File: config.mk
export PLATFORM = sky130hd
export DESIGN_NAME = pin_ctrl_regs
export DESIGN_NICKNAME = d
export VERILOG_FILES = /design/src/rtl/pcr_pkg.sv /design/src/rtl/pcr_sync.sv /design/src/rtl/pcr_func_sel.sv /design/src/rtl/pcr_out_latch.sv /design/src/rtl/pin_ctrl_regs.sv
export SDC_FILE = /design/constraint.sdc
export NUM_CORES = 1
export LEC_CHECK = 0
export ABC_AREA = 1
export BUFFER_PORTS_ARGS = -buffer_cell sky130_fd_sc_hd__buf_4
export CELL_PAD_IN_SITES_DETAIL_PLACEMENT = 1
export CELL_PAD_IN_SITES_GLOBAL_PLACEMENT = 1
export CORE_UTILIZATION = 37
export CTS_CLUSTER_SIZE = 25
export DETAILED_ROUTE_END_ITERATION = 10
export GPL_TIMING_DRIVEN = 0
export PLACE_DENSITY = 0.91
export SETUP_SLACK_MARGIN = 0.1
export SYNTH_ARGS = -nofsm -noshare
export SYNTH_HDL_FRONTEND = slang
export SYNTH_HIERARCHICAL = 1
export SYNTH_SLANG_ARGS = --single-unit
File: constraint.sdc
create_clock -name clk -period 1.36 [get_ports clk]
set_input_delay 0.068 -clock clk [delete_from_list [all_inputs] [get_ports clk]]
set_output_delay 0.068 -clock clk [all_outputs]
set_load 0.005 [all_outputs]
File: src/rtl/pcr_pkg.sv
package pcr_pkg;

  localparam int WORD_W          = 32;
  localparam int CODE_W          = 3;
  localparam int FIELDS_PER_WORD = 10;

  // word addresses (byte offset / 4); software layout depends on these
  localparam int SEL_BASE = 0;
  localparam int SET_BASE = 7;
  localparam int CLR_BASE = 10;
  localparam int LVL_BASE = 13;

  typedef enum logic [CODE_W-1:0] {
    FN_INPUT  = 3'd0,
    FN_OUTPUT = 3'd1,
    FN_ALT_F  = 3'd2,
    FN_ALT_E  = 3'd3,
    FN_ALT_A  = 3'd4,
    FN_ALT_B  = 3'd5,
    FN_ALT_C  = 3'd6,
    FN_ALT_D  = 3'd7
  } pin_fn_e;

  localparam logic [CODE_W-1:0] NO_ALT = 3'd7;

  function automatic logic [CODE_W-1:0] alt_index(input logic [CODE_W-1:0] code);
    case (pin_fn_e'(code))
      FN_ALT_A: alt_index = 3'd0;
      FN_ALT_B: alt_index = 3'd1;
      FN_ALT_C: alt_index = 3'd2;
      FN_ALT_D: alt_index = 3'd3;
      FN_ALT_E: alt_index = 3'd4;
      FN_ALT_F: alt_index = 3'd5;
      default:  alt_index = NO_ALT;
    endcase
  endfunction

endpackage

File: src/rtl/pcr_sync.sv
module pcr_sync #(
  parameter int W = 54
) (
  input  logic         clk,
  input  logic         rst,
  input  logic [W-1:0] d,
  output logic [W-1:0] q
);
  logic [W-1:0] meta_q;

  always_ff @(posedge clk) begin
    if (rst) begin
      meta_q <= '0;
      q      <= '0;
    end else begin
      meta_q <= d;
      q      <= meta_q;
    end
  end
endmodule

File: src/rtl/pcr_func_sel.sv
module pcr_func_sel
  import pcr_pkg::*;
#(
  parameter int NUM_PINS = 54,
  parameter int ADDR_W   = 5
) (
  input  logic                       clk,
  input  logic                       rst,
  input  logic                       wr_en,
  input  logic [ADDR_W-1:0]          wr_idx,
  input  logic [WORD_W-1:0]          wdata,
  input  logic [ADDR_W-1:0]          rd_idx,
  output logic [WORD_W-1:0]          rd_word,
  output logic [NUM_PINS*CODE_W-1:0] codes
);
  always_ff @(posedge clk) begin
    if (rst) begin
      codes <= '0;
    end else if (wr_en) begin
      for (int p = 0; p < NUM_PINS; p++) begin
        if (wr_idx == ADDR_W'(SEL_BASE + p / FIELDS_PER_WORD))
          codes[p*CODE_W +: CODE_W] <= wdata[(p % FIELDS_PER_WORD)*CODE_W +: CODE_W];
      end
    end
  end

  // only fields backed by a pin are placed; padding stays zero
  always_comb begin
    rd_word = '0;
    for (int p = 0; p < NUM_PINS; p++) begin
      if (rd_idx == ADDR_W'(SEL_BASE + p / FIELDS_PER_WORD))
        rd_word[(p % FIELDS_PER_WORD)*CODE_W +: CODE_W] = codes[p*CODE_W +: CODE_W];
    end
  end
endmodule

File: src/rtl/pcr_out_latch.sv
module pcr_out_latch
  import pcr_pkg::*;
#(
  parameter int NUM_PINS = 54,
  parameter int BANKS    = 2
) (
  input  logic                clk,
  input  logic                rst,
  input  logic [BANKS-1:0]    set_hit,
  input  logic [BANKS-1:0]    clr_hit,
  input  logic [WORD_W-1:0]   wdata,
  output logic [NUM_PINS-1:0] latch_q
);
  always_ff @(posedge clk) begin
    if (rst) begin
      latch_q <= '0;
    end else begin
      for (int p = 0; p < NUM_PINS; p++) begin
        if (set_hit[p / WORD_W] && wdata[p % WORD_W])
          latch_q[p] <= 1'b1;
        else if (clr_hit[p / WORD_W] && wdata[p % WORD_W])
          latch_q[p] <= 1'b0;
      end
    end
  end
endmodule

File: src/rtl/pin_ctrl_regs.sv
module pin_ctrl_regs
  import pcr_pkg::*;
#(
  parameter int NUM_PINS = 54,
  parameter int ADDR_W   = 5
) (
  input  logic                       clk,
  input  logic                       rst,
  input  logic                       bus_wr,
  input  logic                       bus_rd,
  input  logic [ADDR_W-1:0]          bus_addr,
  input  logic [31:0]                bus_wdata,
  output logic [31:0]                bus_rdata,
  input  logic [NUM_PINS-1:0]        pin_in,
  output logic [NUM_PINS-1:0]        pin_out,
  output logic [NUM_PINS-1:0]        pin_oe,
  output logic [NUM_PINS*CODE_W-1:0] pin_alt
);
  localparam int BANKS = (NUM_PINS + WORD_W - 1) / WORD_W;
  localparam int PAD_W = BANKS * WORD_W;

  logic [NUM_PINS*CODE_W-1:0] codes;
  logic [WORD_W-1:0]          sel_word;
  logic [BANKS-1:0]           set_hit, clr_hit;
  logic [NUM_PINS-1:0]        lvl_sync;
  logic [PAD_W-1:0]           lvl_pad;
  logic [WORD_W-1:0]          rd_next;

  for (genvar b = 0; b < BANKS; b++) begin : g_bank
    assign set_hit[b] = bus_wr && (bus_addr == ADDR_W'(SET_BASE + b));
    assign clr_hit[b] = bus_wr && (bus_addr == ADDR_W'(CLR_BASE + b));
  end

  pcr_func_sel #(.NUM_PINS(NUM_PINS), .ADDR_W(ADDR_W)) u_sel (
    .clk     (clk),
    .rst     (rst),
    .wr_en   (bus_wr),
    .wr_idx  (bus_addr),
    .wdata   (bus_wdata),
    .rd_idx  (bus_addr),
    .rd_word (sel_word),
    .codes   (codes)
  );

  pcr_out_latch #(.NUM_PINS(NUM_PINS), .BANKS(BANKS)) u_latch (
    .clk     (clk),
    .rst     (rst),
    .set_hit (set_hit),
    .clr_hit (clr_hit),
    .wdata   (bus_wdata),
    .latch_q (pin_out)
  );

  pcr_sync #(.W(NUM_PINS)) u_sync (
    .clk (clk),
    .rst (rst),
    .d   (pin_in),
    .q   (lvl_sync)
  );

  always_comb begin
    lvl_pad                 = '0;
    lvl_pad[NUM_PINS-1:0]   = lvl_sync;
  end

  always_comb begin
    rd_next = '0;
    if (bus_addr < ADDR_W'(SEL_BASE + (NUM_PINS + FIELDS_PER_WORD - 1) / FIELDS_PER_WORD))
      rd_next = sel_word;
    for (int b = 0; b < BANKS; b++) begin
      if (bus_addr == ADDR_W'(LVL_BASE + b))
        rd_next = lvl_pad[b*WORD_W +: WORD_W];
    end
  end

  always_ff @(posedge clk) begin
    if (rst)         bus_rdata <= '0;
    else if (bus_rd) bus_rdata <= rd_next;
    else             bus_rdata <= '0;
  end

  for (genvar p = 0; p < NUM_PINS; p++) begin : g_pin
    assign pin_oe[p] = (codes[p*CODE_W +: CODE_W] == FN_OUTPUT);
    assign pin_alt[p*CODE_W +: CODE_W] = alt_index(codes[p*CODE_W +: CODE_W]);
  end
endmodule

==> results of run 1 <==
synthesized netlist by cell type:
cell type    n
or2_2       31
inv_1      309
o21bai_1     3
nand4_1     56
xnor2_1     12
nor3_4       1
nand2_2      3
inv_2       10
clkinv_2     1
ha_1        14
nor3_1      58
buf_6        8
o21ai_0     27
clkbuf_1    30
nor2_2       2
nand3_2      2
buf_1        5
a21oi_2     30
a21oi_1    183
nand3b_1     1
nand3_1     72
buf_2       62
o31ai_1      4
conb_1       1
nor2_1     359
nand2_1    720
dfxtp_1    356
nor2_4       2
o21ai_1     15
nand3_4      1
buf_4        8
path summary, 6_finish.rpt:
check / endpoint / slack [ns]
min: bus_rdata[13] / 0.07
max: u_sel/codes[13] / -0.47
min reg2reg: u_sync/q[3] / 0.41
max reg2reg: u_sel/codes[13] / -0.28
state kept, by name, indices dropped and copies added (netlist names):
signal           flops
bus_rdata           32
u_latch/latch_q     54
u_sel/codes        162
u_sync/meta_q       54
u_sync/q            54
kinds of logic (layout without fill, tap and decap cells):
family | after synthesis | after routing
simple gates | 1308 | 1308
buf+inv | 433 | 1118
flops | 356 | 356
compound gates | 262 | 262
fa+ha+maj | 14 | 14
xor+xnor | 12 | 12
other cells | 1 | 4
tightest hold or removal path: stages:
cell and delay [ns]:
buf_4 0.13, nor2_1 0.08, inv_1 0.19, nor2_1 0.08
what timing repair did:
item | in CTS | in global routing
endpoints found under the setup margin | 291 | 259
hold buffers | 86 | 0
resized for setup | 711 | 296
hold endpoints to repair | 270 | 0
setup buffers | 113 | 27
pin swaps | 137 | 175
power by group through the flow:
stage / registers, mW / clock network (mW) / logic [mW]
2_1_floorplan: 10.9 / 0 / 0.635
3_5_place_dp: 11.0 / 0 / 1.45
6_report: 10.6 / 10.9 / 2.04
5_1_grt: 10.6 / 11.4 / 2.13
3_3_place_gp: 11.0 / 0 / 1.39
4_1_cts: 10.6 / 10.8 / 1.80
layout make-up:
cell class	count	area, µm²	share of cell area [%]
multi-input combinational	1598	8750	34.0
sequential	356	7640	29.7
timing repair buffer	620	5440	21.1
inverter	320	1310	5.10
clock buffer	60	1180	4.58
tap	577	722	2.81
buffer	113	601	2.33
clock inverter	5	78.8	0.306
antenna	2	5.00	0.0195
cell usage in the layout, fill, tap and decap left out, types with 4 or more instances in the layout:
cell type and n:
a21oi_2 43, dfxtp_1 194, buf_12 7, nor3_4 13, nand3_2 30, xnor2_2 11
buf_2 60, nor2_2 56, nand2_4 9, nand2_2 76, buf_4 407, buf_6 136
nand2_1 638, nor2_4 47, o21ai_2 25, dfxtp_4 125, nor2_1 260, nand3_1 41
or2_4 31, a21oi_1 166, dfxtp_2 37, inv_2 53, o21ai_1 15, dlygate4sd3_1 86
inv_1 224, clkbuf_16 41, nand4_1 56, nand3_4 4, a21oi_4 4, clkbuf_1 38
clkbuf_8 8, buf_1 5, ha_4 11, nor3_1 30, inv_4 40, nor3_2 16
routing by layer:
layer  global-route usage, %  vias to the layer above  routed length [µm]
li1                        -                     8681                   -
met1                    41.5                     9879               32300
met3                    6.32                      579                8270
met4                    26.1                        2                7970
met5                       0                        -                  13
met2                    65.3                     1406               45200
==> flow_summary.toml, run 1 <==
[outcome]
status = "complete, but fails checks"
failed_checks = "setup timing"

[logic_synthesis]
yosys-top-cells-area = "dfxtp_1, nand2_1, nor2_1, inv_1, a21oi_1"
ys_warn_count = 6
synth_top_family_by_area = "simple AND/OR/NAND/NOR gates"
synth.cell_area_mm2 = 0.0160
ys_ff_latch = 356
synthMuxAreaShare_pct = 0
synthSimpleGateAreaFrac_pct = 33.5
synth_compound_area_share_pct = 9.00
yosysSeqAreaShare_pct = 44.5
synthAdderAreaFrac_pct = 1.09
synthXorXnorAreaFrac_pct = 0.657
synth_cells = 2386
syn_area_per_cell_um2 = 6.71
yosysTopAreaCell = "dfxtp_1"
synth_top_cell_area_share_pct = 44.5
synthDistinctLibCells = 31

[worst_setup_path]
critical_path.top_delay_family = "simple AND/OR/NAND/NOR gates"
cpMaxStageDelayCell = "nor3_1"
startpoint_type = "input port"
endpoint_kind = "register"
r2r-start = "u_sel/codes[13]"
path_buf_inv = 4
criticalPathCategory = "input port to register"
reg2reg_depth = 4
path_cells = "buf_4 > nor2_1 > nand2_1 > inv_2 > nand3_1 > inv_2 > buf_2 > nor2_1 > nor3_1"
slowest_delay_ns = 0.77
crit_fanout = 10
cp-startpoint = "bus_addr[3]"
arrival_ns = 2.17
cp.required_ns = 1.70
cp_num_cells = 9

[clock_network]
clockBufferDepth = 3
insertion_delay_ns = 0.55
htree_levels = 2
root_buffer = "clkbuf_16"
cts.sinks = 356
clk_pin_slew_ns = 0.06
cts_buffers = 40
cts_tree = "yes"

[routing]
antenna_left = 0
routedWlPerCell_um = 25.7
vias = 20500
wl_um = 93800
drt_first_pass_iters = 6
drc_errors = 0
dr.first_iter.drc_count = 1768
viasPerCell = 5.63

[cells_and_area]
synthToLayoutAreaGrowth_pct = 60.7
nets = 3158
stdcell_count = 3651
layout-drive-gt1-share_pct = 42.6
final_util_pct = 60.8
fin_area_mm2 = 0.0257
fillers = 5142

[timing]
setup_viol = 141
fin_skew_ns = 0.0226
rsz0062_at_grt = "true"
setup_tns_ns = -11.86
period_needed_ns = 1.83
hold_slack_ns = 0.0718
fmax_mhz = 546
hold_viol = 0
tightest_slew_ns = 0.990
fin_crit_sh_pct = 135
maxSlewHeadroom_pct = 33.5
slew_viol_final = 0
fin_ws_ns = -0.470

[die]
die_area_mm2 = 0.0441
row_count = 75
die_x_um = 210
start_util_pct = 37.8
core-area_mm2 = 0.0423
die_h_um = 210
ios = 397

[power_and_ir_drop]
switching_power_mw = 5.99
finalPower_mw = 23.5
p_comb_share_pct = 8.7
vdd.ir_drop.worst_v = 0.000822
internal-power_mw = 17.5
switching_share_pct = 25.5
leakagePower_nw = 10.6
powerDensity_mw_per_mm2 = 914
pwr-share-clk_pct = 46.4
power.share.sequential_pct = 44.9

[place]
pre_cts_ws_ns = -0.855
place.port_buffers = 396
gp_congestion = 0.904
dpl_cell_area_mm2 = 0.0197
hpwl_um = 51500
dp_cells = 3360

[grt]
track_usage_pct = 37.4
overflow = 0
grt_max_degree = 15
grt_pass1_vias = 21900
grt_pass1_wl_um = 126000
antenna_found_initial = 4

[run]
max_cap_viol_count = 0

[hold_path]
holdCritStartpoint = "rst"
hold_path_class = "input port to register"
holdPathStages = 4
Power figures use the tool's default switching activity.
==> run 2: changes to the inputs <==
Settings changed: CORE_MARGIN set to 8, CORE_UTILIZATION 37 to 40, PLACE_DENSITY 0.91 to 0.95.
Clock period 1.36 ns to 2.2 ns, I/O delays scaled along.
==> run 2 against run 1 <==
The run now ends clean. Sequential power fell by 37%. Final area decreased by 15%. Clock-buffer cell count shrank 5. First-iteration DRC count shrank 34%. Clock skew fell by 0.0066 ns. Power decreased by 38%. Die area is 5.8% higher. Critical endpoint is now u_latch/latch_q[29].
==> flow_summary.toml, run 2 (synthesis results as in run 1) <==
[outcome]
status = "complete, no violations"

[grt]
grt_pass1_wl_um = 115000
grt_max_degree = 15
antenna_found_initial = 7
grt_pass1_vias = 20100
overflow = 0
track_usage_pct = 31.3

[clock_network]
root_buffer = "clkbuf_16"
clockBufferDepth = 3
htree_levels = 2
cts_buffers = 40
insertion_delay_ns = 0.54
cts_setup_buffers = 0
postCtsHoldBufs = 86
post_cts_resized = 0
cts_tree = "yes"
cts.sinks = 356
clk_pin_slew_ns = 0.06

[power_and_ir_drop]
powerDensity_mw_per_mm2 = 666
switching_share_pct = 24.1
internal-power_mw = 11.0
p_comb_share_pct = 7.5
power.share.sequential_pct = 45.7
vdd.ir_drop.worst_v = 0.000445
pwr-share-clk_pct = 46.8
leakagePower_nw = 9.23
switching_power_mw = 3.51

[routing]
vias = 18600
viasPerCell = 5.34
dr.first_iter.drc_count = 1167
wl_um = 77100
drt_first_pass_iters = 5
routedWlPerCell_um = 22.2
antenna_left = 0
drc_errors = 0

[timing]
rsz0062_at_grt = "false"
tightest_slew_ns = 1.15
fin_crit_sh_pct = 92.0
setup_viol = 0
setup_tns_ns = 0
maxSlewHeadroom_pct = 23.0
slew_viol_final = 0
period_needed_ns = 2.02
fin_ws_ns = 0.177
fin_skew_ns = 0.0159
hold_slack_ns = 0.122
fmax_mhz = 494
hold_viol = 0

[place]
gp_congestion = 0.910
pre_cts_ws_ns = -0.109
hpwl_um = 54100
dpl_cell_area_mm2 = 0.0196
place.port_buffers = 396

[die]
start_util_pct = 40.4
core-area_mm2 = 0.0396
die_area_mm2 = 0.0467
row_count = 73
die_h_um = 216
ios = 397
die_x_um = 216

[worst_setup_path]
arrival_ns = 2.47
reg2reg_depth = 8
startpoint_type = "input port"
crit_fanout = 10
cp.required_ns = 2.65
endpoint_kind = "register"
criticalPathCategory = "input port to register"

[cells_and_area]
synthToLayoutAreaGrowth_pct = 36.5
final_common_cell = "nand2_1"
fin_area_mm2 = 0.0218
nets = 3020
top_register = "u_sel/codes"
largest_register_ffs = 162
final_util_pct = 55.1
layout_common_cells = "nand2_1, buf_4, nor2_1"
fillers = 5176
layout-drive-gt1-share_pct = 21.2

[hold_path]
hold_path_class = "input port to register"
holdPathStages = 5

[run]
max_cap_viol_count = 0
[run 2: critical path: stages]
cell and delay [ns]:
buf_4 0.15, nor2_2 0.26, buf_2 0.31, nand3_1 0.13
nor2_1 0.88, buf_6 0.30, nand2_1 0.10, a21oi_2 0.22
[run 2: per-stage QoR]
| step | cells | power, mW |
|---|---|---|
| finish | 3472 | 14.6 |
| global route | 3470 | 15.0 |
| CTS | 3464 | 14.5 |
| detailed placement | 3308 | 7.69 |
| global placement | 3308 | 7.63 |
| floorplan | 2387 | 7.15 |
[run 2: power by group through the flow]
stage | registers [mW] | clock network, mW | logic [mW]
2_1_floorplan | 6.76 | 0 | 0.392
3_3_place_gp | 6.78 | 0 | 0.857
6_report | 6.65 | 6.81 | 1.09
4_1_cts | 6.65 | 6.84 | 1.04
3_5_place_dp | 6.79 | 0 | 0.903
5_1_grt | 6.66 | 7.16 | 1.15
[run 2: metal layers]
layer	wire [µm]	GRT usage, %
met1	28900	34.0
met2	37400	53.9
met3	5640	7.51
met4	5180	20.7
met5	0	0
[run 2: area by class of cell]
cell class	count	area [µm²]	share of cell area (%)
inverters	320	1200	5.50
well taps	525	657	3.01
flip-flops and latches	356	7130	32.6
repair buffers	482	3830	17.6
clock buffers	55	1170	5.35
clock inverters	15	153	0.699
diodes	8	20.0	0.0917
plain buffers	113	592	2.71
multi-input cells	1598	7090	32.5
[run 2: path summary, 6_finish.rpt]
check | from | endpoint | slack, ns
worst max-delay path | bus_addr[4] | u_latch/latch_q[29] | 0.18
worst min-delay path | bus_rd | bus_rdata[11] | 0.12
worst max register to register | u_sel/codes[46] | bus_rdata[16] | 0.59
worst min register to register | u_sync/meta_q[5] | u_sync/q[5] | 0.40
